**config.mk**
```make
export PLATFORM = sky130hd
export DESIGN_NAME = rx_frame_filter
export DESIGN_NICKNAME = d
export VERILOG_FILES = /design/src/rtl/rxf_pkg.sv /design/src/rtl/rxf_crc32.sv /design/src/rtl/rxf_len_count.sv /design/src/rtl/rxf_da_filter.sv /design/src/rtl/rx_frame_filter.sv
export SDC_FILE = /design/constraint.sdc
export NUM_CORES = 1
export LEC_CHECK = 0
export BUFFER_PORTS_ARGS = -buffer_cell sky130_fd_sc_hd__buf_4
export CAP_MARGIN = 20
export CORE_MARGIN = 1
export CORE_UTILIZATION = 45
export CTS_CLUSTER_DIAMETER = 30
export DETAILED_ROUTE_END_ITERATION = 8
export PLACE_DENSITY = 0.72
export SKIP_CTS_REPAIR_TIMING = 1
export SLEW_MARGIN = 25
export SYNTH_ARGS = -nofsm -noshare
export SYNTH_HDL_FRONTEND = slang
export SYNTH_SLANG_ARGS = --single-unit
```
**constraint.sdc**
```tcl
create_clock -name clk -period 2.69 [get_ports clk]
set_input_delay 0.4035 -clock clk [delete_from_list [all_inputs] [get_ports clk]]
set_output_delay 0.4035 -clock clk [all_outputs]
set_load 0.02 [all_outputs]
```
**src/rtl/rxf_pkg.sv**
```systemverilog
`timescale 1ns/1ps
package rxf_pkg;

    typedef enum logic [2:0] {
        S_IDLE,
        S_HUNT,
        S_SKIP,
        S_DATA,
        S_REPORT
    } rxf_state_e;

    localparam logic [7:0]  PRE_BYTE   = 8'h55;
    localparam logic [7:0]  SFD_BYTE   = 8'hD5;
    localparam int          DA_BYTES   = 6;
    localparam logic [31:0] CRC_INIT   = 32'hFFFF_FFFF;
    localparam logic [31:0] CRC_POLY_R = 32'hEDB8_8320;
    localparam logic [31:0] CRC_RESID  = 32'hC704_DD7B;

    // Bit-serial reflected update, least significant data bit first.
    function automatic logic [31:0] crc_step(input logic [31:0] c, input logic [7:0] d);
        logic [31:0] r;
        logic        fb;
        r = c;
        for (int i = 0; i < 8; i++) begin
            fb = r[0] ^ d[i];
            r  = r >> 1;
            if (fb) r = r ^ CRC_POLY_R;
        end
        return r;
    endfunction

endpackage

```
**src/rtl/rxf_crc32.sv**
```systemverilog
`timescale 1ns/1ps
module rxf_crc32
    import rxf_pkg::*;
(
    input  logic       clk,
    input  logic       rst_n,
    input  logic       clr,
    input  logic       step,
    input  logic [7:0] din,
    output logic       crc_ok
);
    logic [31:0] crc_q;
    logic [31:0] crc_rev;

    always_ff @(posedge clk) begin
        if (!rst_n)    crc_q <= CRC_INIT;
        else if (clr)  crc_q <= CRC_INIT;
        else if (step) crc_q <= crc_step(crc_q, din);
    end

    always_comb begin
        for (int i = 0; i < 32; i++) crc_rev[i] = crc_q[31-i];
    end

    assign crc_ok = (crc_rev == CRC_RESID);
endmodule

```
**src/rtl/rxf_len_count.sv**
```systemverilog
`timescale 1ns/1ps
module rxf_len_count #(
    parameter int LEN_W   = 12,
    parameter int MIN_LEN = 64,
    parameter int MAX_LEN = 1518
) (
    input  logic             clk,
    input  logic             rst_n,
    input  logic             clr,
    input  logic             step,
    output logic [LEN_W-1:0] len,
    output logic             runt,
    output logic             oversize
);
    localparam logic [LEN_W-1:0] LEN_MIN = LEN_W'(MIN_LEN);
    localparam logic [LEN_W-1:0] LEN_MAX = LEN_W'(MAX_LEN);

    always_ff @(posedge clk) begin
        if (!rst_n)                  len <= '0;
        else if (clr)                len <= '0;
        else if (step && len != '1)  len <= len + 1'b1;
    end

    assign runt     = (len < LEN_MIN);
    assign oversize = (len > LEN_MAX);
endmodule

```
**src/rtl/rxf_da_filter.sv**
```systemverilog
`timescale 1ns/1ps
module rxf_da_filter
    import rxf_pkg::*;
(
    input  logic        clk,
    input  logic        rst_n,
    input  logic        clr,
    input  logic        step,
    input  logic [7:0]  din,
    input  logic [47:0] station,
    input  logic        bcast_en,
    output logic        pass_now,
    output logic        hit
);
    localparam logic [2:0] DA_LAST = 3'(DA_BYTES);

    logic [7:0] stn_b [DA_BYTES];
    logic [7:0] stn_byte;
    logic [2:0] idx;
    logic       ucast_ok, bc_ok;
    logic       in_da, u_next, b_next;

    for (genvar g = 0; g < DA_BYTES; g++) begin : g_stn
        assign stn_b[g] = station[47-8*g -: 8];
    end

    always_comb begin
        stn_byte = '0;
        for (int k = 0; k < DA_BYTES; k++)
            if (idx == 3'(k)) stn_byte = stn_b[k];
    end

    assign in_da    = (idx < DA_LAST);
    assign u_next   = ucast_ok & (!in_da | (din == stn_byte));
    assign b_next   = bc_ok    & (!in_da | (din == 8'hFF));
    assign pass_now = u_next | (bcast_en & b_next);
    assign hit      = (idx == DA_LAST) & (ucast_ok | (bcast_en & bc_ok));

    always_ff @(posedge clk) begin
        if (!rst_n || clr) begin
            idx      <= '0;
            ucast_ok <= 1'b1;
            bc_ok    <= 1'b1;
        end else if (step) begin
            ucast_ok <= u_next;
            bc_ok    <= b_next;
            if (in_da) idx <= idx + 1'b1;
        end
    end
endmodule

```
**src/rtl/rx_frame_filter.sv**
```systemverilog
`timescale 1ns/1ps
module rx_frame_filter
    import rxf_pkg::*;
#(
    parameter int LEN_W   = 12,
    parameter int MIN_LEN = 64,
    parameter int MAX_LEN = 1518
) (
    input  logic             clk,
    input  logic             rst_n,
    input  logic [7:0]       rx_byte,
    input  logic             rx_byte_vld,
    input  logic             carrier,
    input  logic [47:0]      station_addr,
    input  logic             bcast_en,
    output logic             wr_en,
    output logic [7:0]       wr_byte,
    output logic             stat_vld,
    output logic             stat_accept,
    output logic             stat_runt,
    output logic             stat_oversize,
    output logic             stat_crc_err,
    output logic [LEN_W-1:0] stat_len
);
    rxf_state_e state_q, state_d;
    logic       pre_seen_q;
    logic       take, sfd_hit, frm_clr, frm_step;
    logic       pass_now, addr_hit, crc_ok, runt, oversize;
    logic [LEN_W-1:0] len;

    assign take     = rx_byte_vld & carrier;
    assign sfd_hit  = (state_q == S_HUNT) & take & pre_seen_q & (rx_byte == SFD_BYTE);
    assign frm_clr  = sfd_hit;
    assign frm_step = (state_q == S_DATA) & take;

    always_comb begin
        state_d = state_q;
        unique case (state_q)
            S_IDLE:   if (carrier) state_d = S_HUNT;
            S_HUNT: begin
                if (!carrier)                                     state_d = S_IDLE;
                else if (sfd_hit)                                 state_d = S_DATA;
                else if (rx_byte_vld && rx_byte != PRE_BYTE)      state_d = S_SKIP;
            end
            S_SKIP:   if (!carrier) state_d = S_IDLE;
            S_DATA:   if (!carrier) state_d = S_REPORT;
            S_REPORT: state_d = carrier ? S_HUNT : S_IDLE;
            default:  state_d = S_IDLE;
        endcase
    end

    always_ff @(posedge clk) begin
        if (!rst_n) begin
            state_q    <= S_IDLE;
            pre_seen_q <= 1'b0;
        end else begin
            state_q    <= state_d;
            pre_seen_q <= (state_q == S_HUNT) & (pre_seen_q | (take & rx_byte == PRE_BYTE));
        end
    end

    always_comb begin
        wr_en         = frm_step & pass_now;
        wr_byte       = rx_byte;
        stat_vld      = (state_q == S_REPORT);
        stat_runt     = stat_vld & runt;
        stat_oversize = stat_vld & oversize;
        stat_crc_err  = stat_vld & !crc_ok;
        stat_accept   = stat_vld & addr_hit & !runt & !oversize & crc_ok;
        stat_len      = stat_vld ? len : '0;
    end

    rxf_da_filter u_da (
        .clk(clk), .rst_n(rst_n), .clr(frm_clr), .step(frm_step), .din(rx_byte),
        .station(station_addr), .bcast_en(bcast_en), .pass_now(pass_now), .hit(addr_hit)
    );

    rxf_len_count #(.LEN_W(LEN_W), .MIN_LEN(MIN_LEN), .MAX_LEN(MAX_LEN)) u_len (
        .clk(clk), .rst_n(rst_n), .clr(frm_clr), .step(frm_step),
        .len(len), .runt(runt), .oversize(oversize)
    );

    rxf_crc32 u_crc (
        .clk(clk), .rst_n(rst_n), .clr(frm_clr), .step(frm_step), .din(rx_byte), .crc_ok(crc_ok)
    );
endmodule

```
# == After elaboration in Yosys (flattened, before gate mapping) ==
# Index checks and enable logic that the tools add are counted.
# Widths: inputs -> output; s select.
# op_classes
add_sub_neg,2
order_cmp,3
n_eq_ne,21
n_mux,44
bitwise_logic,42
n_reduce_logical,13
# ops
op,n
$mux 32,29
$not 13->14,8
$mux 8,6
$eq 32x32->1 const B,1
$and 1x1->1,20
$mux 3,6
$eq 8x8->1 const B,2
$pmux 3 s5,1
$add 12x1->12 const B,1
$eq 3x2->1 const B,4
$eq 3x3->1 const B,4
$gt 12x11->1 const B,1
$lt 12x7->1 const B,1
$mux 12,1
$ne 12x12->1 const B,1
$eq 8x7->1 const B,1
$eq 8x8->1,1
$ne 8x7->1 const B,1
$xor 1x1->1,8
$eq 3x1->1 const B,2
$logic_not 3->1,2
$ne 2x2->1 const B,3
$logic_not 1->1,5
$or 1x1->1,5
10 further kinds,11
# totals
regBits,53
output_inout_bits,26

# == Depth between registers and ports, before layout ==
# Gate-level depths: netlist of the first run.
# depth
word_depth,38
mapped_depth,12
ltp_nobuf,9

# == Modules after synthesis ==
# Synthesis of the first run repeated with hierarchy kept, for this count alone.
# unflattened
cells_unflattened,468
hier_area_um2,4051.4
# modules_own_cells
module,n_inst,cells_per_inst,area_each_um2,seq_area_each_um2
rxf_crc32,1,209,1968.1,640.6
rxf_da_filter,1,116,879.6,100.1
rxf_len_count,1,78,690.7,240.2
rx_frame_filter,1,65,513.0,80.1

# == Worst setup path before layout of the first run ==
# OpenSTA, ideal clock, no wires.
# synth_path
path_type,reg2out
from,register u_da.idx[0]
to,output port wr_en
t_arrival_ns,2.938
slack_ns,-0.651
path_stages_with_launch,12
n_path_buf,2
path_cell_list,dfxtp_1 -> ha_1 -> ha_1 -> buf_4 -> or2_1 -> buf_6 -> a221oi_1 -> o221ai_1 -> xor2_1 -> o2111ai_1 -> or4_1 -> a311oi_1
# synth_between
elab_chain_cells,12
elab_cells_between_ends,22
cone_classes,order compare (1); eq/ne (6); mux (6); bitwise (7); reduce/logical (2)
# synth_rtl
element,line_no,text
from (decl),rxf_da_filter.sv:19,logic [2:0] idx;
from (signal assigned),rxf_da_filter.sv:47,if (in_da) idx <= idx + 1'b1;
$logic_not 3->1,rxf_da_filter.sv:30,if (idx == 3'(k)) stn_byte = stn_b[k];
$mux 8 (6 in series),rxf_da_filter.sv:30,
$eq 8x8->1,rxf_da_filter.sv:34,assign u_next = ucast_ok & (!in_da | (din == stn_byte));
$or 1x1->1,rxf_da_filter.sv:34,
$and 1x1->1,rxf_da_filter.sv:34,
$or 1x1->1 *,rxf_da_filter.sv:36,assign pass_now = u_next | (bcast_en & b_next);
$and 1x1->1 *,rx_frame_filter.sv:63,wr_en = frm_step & pass_now;
to (decl),rx_frame_filter.sv:16,"output logic wr_en,"
# Mark *: on every way between the ends. The rest lies on a longest branch, timed or not.

# == Worst setup path after layout of the first run ==
# Ends and elaborated chain as after synthesis.

==> results of run 1 <==
per-stage QoR:
| stage | cell area [um^2] | total power, mW | setup slack (ns) | utilization | setup TNS [ns] |
|---|---|---|---|---|---|
| detailed placement | 4536 | 1.186 | -0.5686 | 0.5900 | -0.5686 |
| global placement | 4536 | 1.185 | -0.4938 | 0.5900 | -0.4938 |
| global route | 4783 | 1.690 | -0.8211 | 0.6222 | -0.8441 |
| CTS | 4618 | 1.631 | -0.9097 | 0.6007 | -0.9160 |
| floorplan | 3670 | 1.038 | -0.2479 | - | -0.2479 |
| finish | 4783 | 1.626 | -0.7307 | 0.6222 | -0.7307 |
layout make-up:
cell class | count | area share
clock inverter | 2 | 0.002093
timing repair buffer | 122 | 0.1954
sequential | 53 | 0.2234
multi-input combinational | 339 | 0.5258
inverter | 14 | 0.01151
tap | 102 | 0.02668
clock buffer | 6 | 0.01517
kinds of logic after synthesis:
family,count (synthesis),synth area share
compound gates,86,0.1730
xor+xnor,85,0.2126
fa+ha+maj,7,0.02452
buf+inv,46,0.06269
flops,53,0.2970
simple gates,161,0.2301
routing by layer:
| layer | global-route usage | vias up |
|---|---|---|
| met4 | 0.07143 | 0 |
| li1 | - | 1729 |
| met3 | 0.04271 | 21 |
| met1 | 0.3278 | 1662 |
| met5 | 0 | - |
| met2 | 0.3908 | 134 |
power by group:
group	switching [mW]	total (mW)	leakage [nW]	internal (mW)
logic	0.192	0.392	1.56	0.200
registers	0.00288	0.787	0.430	0.785
clock network	0.265	0.446	0.0450	0.181
registers in the layout (all words and copies together) (netlist names):
name / cells
u_da.bc_ok: 1
u_crc.crc_q: 32
u_len.len: 12
state_q: 3
pre_seen_q: 1
u_da.idx: 3
u_da.ucast_ok: 1
worst max-delay path, delay by kind of cell (launching register included):
family	cells	cell delay (ns)
AND/OR/NAND/NOR	2	0.85
AO/OA/AOI/OAI	3	0.84
flip-flops	1	0.38
adder cells (fa/ha/maj)	2	0.31
XOR/XNOR	1	0.16
buffers and inverters	1	0.16
how the worst max path moves through the flow:
stage | from | to | slack, ns | cells past startpoint
after floorplan | u_da.idx[1] | wr_en | -0.25 | 10
after global placement | u_da.idx[1] | wr_en | -0.49 | 10
after detailed placement | u_da.idx[1] | wr_en | -0.57 | 10
after CTS | u_da.idx[1] | wr_en | -0.91 | 10
after global routing | u_da.idx[1] | wr_en | -0.82 | 11
final | u_da.idx[0] | wr_en | -0.73 | 9
placed cells by master (no fill, tap or decap), types with 3 or more instances in the layout:
master	instances
a21oi_1	15
a221oi_1	3
a221oi_2	4
a31oi_1	5
and3_1	14
buf_4	117
buf_6	5
clkbuf_8	5
dfxtp_1	51
ha_4	5
inv_1	12
nand2_1	56
nand3_1	7
nand3b_1	8
nand4_1	9
nand4b_1	4
nor2_1	30
nor2b_1	8
nor3_1	5
o211ai_1	34
o21ai_0	5
o221ai_2	3
xnor2_1	55
xor2_1	28
==> impl_metrics.env, run 1 <==
export IMPL_leakage_nw=2.031
export IMPL_ys_flop_type="dfxtp_1"
export IMPL_min_delay_start="carrier"
export IMPL_drv_slew=0
export IMPL_fill_cells=667
export IMPL_fmax_ghz=0.2923
export IMPL_htree_levels=2
export IMPL_drt_iter0_markers=165
export IMPL_multi_input_area_mm2=0.002515
export IMPL_port_buffers=86
export IMPL_worst_slack_ns=-0.7307
export IMPL_avgViaCountPerCell=5.558
export IMPL_relSlewSlack=0.5754
export IMPL_rsz0062_at_grt="true"
export IMPL_yosys_top_cells_area="dfxtp_1, xnor2_1, o211ai_1"
export IMPL_end_kind="primary output"
export IMPL_ys_ff_latch=53
export IMPL_synth_top_cell_by_area="dfxtp_1"
export IMPL_die_w_um=91.10
export IMPL_setup_viol=1
export IMPL_sequential_cell_area_mm2=0.001069
export IMPL_drtAntennaViolNets=0
export IMPL_synth_edf_count=0
export IMPL_vias=3546
export IMPL_fin_crit_sh=1.272
export IMPL_cts_root_buffer_cell="clkbuf_8"
export IMPL_path_common_cell="ha_4"
export IMPL_dpl_hpwl_um=7707
export IMPL_peakVddDrop_mv=0.1933
export IMPL_synth_top_cell_area_share=0.2970
export IMPL_layout_min_cycle_time_ns=3.421
export IMPL_wl_met2_um=4677
export IMPL_synthArstFlopShare=0
export IMPL_ys_types=50
export IMPL_highest_layer="met4"
export IMPL_path_class="flip-flop to primary output"
export IMPL_synth_warnings=0
export IMPL_grtUsageTotal=0.2415
export IMPL_worst_pin_slew_ns=0.6324
export IMPL_antenna_found_initial=0
export IMPL_dr_wl_met3_um=646
export IMPL_grt_max_degree=70
export IMPL_start_kind="flip-flop"
export IMPL_globalRouteOverflowTotal=0
export IMPL_hold_class="input port to flip-flop"
export IMPL_finClkSkew_ns=0.01124
export IMPL_rr_endpoint="u_da.ucast_ok"
export IMPL_r2r_start="u_da.idx[0]"
export IMPL_syn_nets=506
export IMPL_critPathMaxStageDelay_ns=0.58
export IMPL_synth_common_cells="nand2_1, xnor2_1, dfxtp_1"
export IMPL_netlist_area_mm2=0.003572
export IMPL_maxCapViolations=0
export IMPL_crit_chain="ha_4, ha_4, or2_4, o311ai_2, o211ai_1, xnor2_1, or4_4, a311oi_4, buf_6"
export IMPL_die_area_mm2=0.008298
export IMPL_die_y_um=91.10
export IMPL_min_to="state_q[2]"
export IMPL_seq_area_frac_synth=0.2970
export IMPL_worst_path_max_fanout=7
export IMPL_required_ns=2.29
export IMPL_wl_um=10310
export IMPL_fin_cells=638
export IMPL_cts_tree="done"
export IMPL_numCtsBuffers=5
export IMPL_row_count=32
export IMPL_diodes=0
export IMPL_clk_pin_slew_ns=0.09
export IMPL_final_hold_violation_count=0
export IMPL_start_util=0.4647
export IMPL_power_density_mw_per_mm2=339.9
export IMPL_dp_cells=629
export IMPL_r2r_slack_ns=0.23
export IMPL_syn_area_per_cell_um2=8.156
export IMPL_grt_pass1_wl_um=16060
export IMPL_wl_per_cell_um=16.16
export IMPL_drt_first_pass_iters=5
export IMPL_drc_errors=0
export IMPL_area_growth_pct=33.91
export IMPL_drive_gt1_frac=0.3078
export IMPL_ioPinCount=87
export IMPL_place_gp_congestion=0.8741
export IMPL_cts_buffer_depth=2
export IMPL_clk_latency_ns=0.31
export IMPL_nets=603
export IMPL_hold_depth=2
export IMPL_violations="negative setup slack"
export IMPL_cp_slowest_cell="or4_4"
export IMPL_status="complete, but fails checks"
export IMPL_wl_met1_um=4718
export IMPL_syn_inst=438
export IMPL_synth_most_common_cell="nand2_1"
export IMPL_arrival_ns=3.02
export IMPL_ff2ff_path_depth=8
export IMPL_whs_ns=0.2930
export IMPL_first_global_vias=3195
export IMPL_core_mm2=0.007687
export IMPL_cts_sinks=53
(Power assumes the default switching activity.)
==> run 2: changes to the inputs <==
--- a/constraint.sdc
+++ b/constraint.sdc
@@ -3,2 +3,2 @@
 set_output_delay 0.4035 -clock clk [all_outputs]
-set_load 0.02 [all_outputs]
+set_load 0.01 [all_outputs]
==> impl_metrics.env, run 2 (synthesis results as in run 1) <==
export IMPL_r2r_start="u_da.idx[1]"
export IMPL_maxCapViolations=0
export IMPL_ioPinCount=87
export IMPL_place_area_mm2=0.004467
export IMPL_drive_gt1_frac=0.2957
export IMPL_port_buffers=86
export IMPL_htree_levels=2
export IMPL_avgViaCountPerCell=5.469
export IMPL_final_cell_mix="buf_4, nand2_1, xnor2_1"
export IMPL_nets=598
export IMPL_drtAntennaViolNets=0
export IMPL_cts_root_buffer_cell="clkbuf_8"
export IMPL_crit_chain="inv_4, ha_4, buf_2, nand2_1, buf_4, o221ai_1, xor2_1, o2111ai_2, or4_4, a311oi_2, buf_4"
export IMPL_antenna_found_initial=0
export IMPL_end_kind="primary output"
export IMPL_dpl_hpwl_um=7655
export IMPL_rsz0062_at_grt="true"
export IMPL_min_delay_start="carrier"
export IMPL_die_area_mm2=0.008298
export IMPL_fmax_ghz=0.2927
export IMPL_layout_min_cycle_time_ns=3.416
export IMPL_final_hold_violation_count=0
export IMPL_ff2ff_path_depth=10
export IMPL_required_ns=2.29
export IMPL_grt_pass1_wl_um=15900
export IMPL_path_buf_inv=4
export IMPL_die_w_um=91.10
export IMPL_worst_slack_ns=-0.7264
export IMPL_min_to="state_q[2]"
export IMPL_whs_ns=0.2957
export IMPL_hold_class="input port to flip-flop"
export IMPL_finClkSkew_ns=0.008319
export IMPL_worst_path_max_fanout=5
export IMPL_pre_cts_ws_ns=-0.4177
export IMPL_row_count=32
export IMPL_grtUsageTotal=0.2360
export IMPL_numCtsBuffers=5
export IMPL_clk_pin_slew_ns=0.09
export IMPL_cts_buffer_depth=2
export IMPL_path_class="flip-flop to primary output"
export IMPL_cts_tree="done"
export IMPL_grt_max_degree=71
export IMPL_path_delay_family="compound AO/OA/AOI/OAI gates"
export IMPL_final_area_mm2=0.004737
export IMPL_wl_um=10180
export IMPL_relSlewSlack=0.5595
export IMPL_drt_iter0_markers=193
export IMPL_path_common_cell="buf_4"
export IMPL_fin_crit_sh=1.270
export IMPL_globalRouteOverflowTotal=0
export IMPL_cp_slowest_cell="or4_4"
export IMPL_drc_errors=0
export IMPL_core_mm2=0.007687
export IMPL_start_util=0.4647
export IMPL_final_common_cell="buf_4"
export IMPL_hold_depth=2
export IMPL_arrival_ns=3.01
export IMPL_cts_sinks=53
export IMPL_vias=3462
export IMPL_cp_startpoint="u_da.idx[1]"
export IMPL_die_y_um=91.10
export IMPL_critPathMaxStageDelay_ns=0.53
export IMPL_largest_register="u_crc.crc_q"
export IMPL_leakage_nw=2.031
export IMPL_drv_slew=0
export IMPL_clk_latency_ns=0.31
export IMPL_largest_reg_flops=32
export IMPL_reg_largest_list="u_crc.crc_q (32), u_len.len (12)"
export IMPL_status="complete, but fails checks"
export IMPL_drt_first_pass_iters=4
export IMPL_diodes=0
export IMPL_place_gp_congestion=0.9725
export IMPL_setup_viol=1
export IMPL_peakVddDrop_mv=0.2127
export IMPL_worst_pin_slew_ns=0.6561
export IMPL_first_global_vias=3281
export IMPL_wl_per_cell_um=16.08
export IMPL_power_density_mw_per_mm2=363.8
export IMPL_violations="negative setup slack"
export IMPL_r2r_slack_ns=0.21
export IMPL_area_growth_pct=32.61
export IMPL_start_kind="flip-flop"
export IMPL_rr_endpoint="u_da.ucast_ok"
-- run 2: changes by cell type in the layout (fill, tap and decap cells not counted), moves of 2 or more --
cell | before | now
buf_4 | 117 | 114
o221ai_2 | 3 | 1
buf_6 | 5 | 2
clkinv_2 | 2 | 0
o221ai_1 | 0 | 2
-- run 2: worst max-delay path by stage --
stage	cells after the start	slack (ns)	endpoint
final	11	-0.73	wr_en
after global routing	10	-0.90	wr_en
after CTS	9	-0.77	wr_en
after detailed placement	9	-0.42	wr_en
after global placement	9	-0.35	wr_en
after floorplan	10	-0.19	wr_en
-- run 2: cell type report --
cell class              count  area [um^2]
clock buffers               7        86.33
clock inverters             1        30.03
fillers                   698         2950
inverters                  14        55.05
multi-input cells         339         2486
flip-flops and latches     53         1069
well taps                 102        127.6
repair buffers            117        883.3
-- run 2: metal layers --
layer	share of wire	GRT usage	wire length, um	vias to the layer above
li1	-	-	-	1717
met2	0.48	0.4141	4906	116
met1	0.45	0.2980	4542	1615
met5	0	0	0	-
met3	0.055	0.04020	564	14
met4	0.016	0.06085	166	0
-- run 2: where the power goes --
| group | switching, mW | internal (mW) | total, mW |
|---|---|---|---|
| registers | 0.00295 | 0.784 | 0.787 |
| clock network | 0.253 | 0.304 | 0.557 |
| logic | 0.186 | 0.193 | 0.379 |
-- run 2: metrics by stage --
| stage | std cells | power, mW | setup TNS, ns | utilization |
|---|---|---|---|---|
| finish | 633 | 1.723 | -0.7264 | 0.6162 |
| global route | 633 | 1.798 | -0.9017 | 0.6162 |
| CTS | 629 | 1.730 | -0.9967 | 0.5962 |
| detailed placement | 621 | 1.175 | -0.4177 | 0.5811 |
| global placement | 621 | 1.173 | -0.3536 | 0.5811 |
| floorplan | 438 | 1.032 | -0.1933 | - |
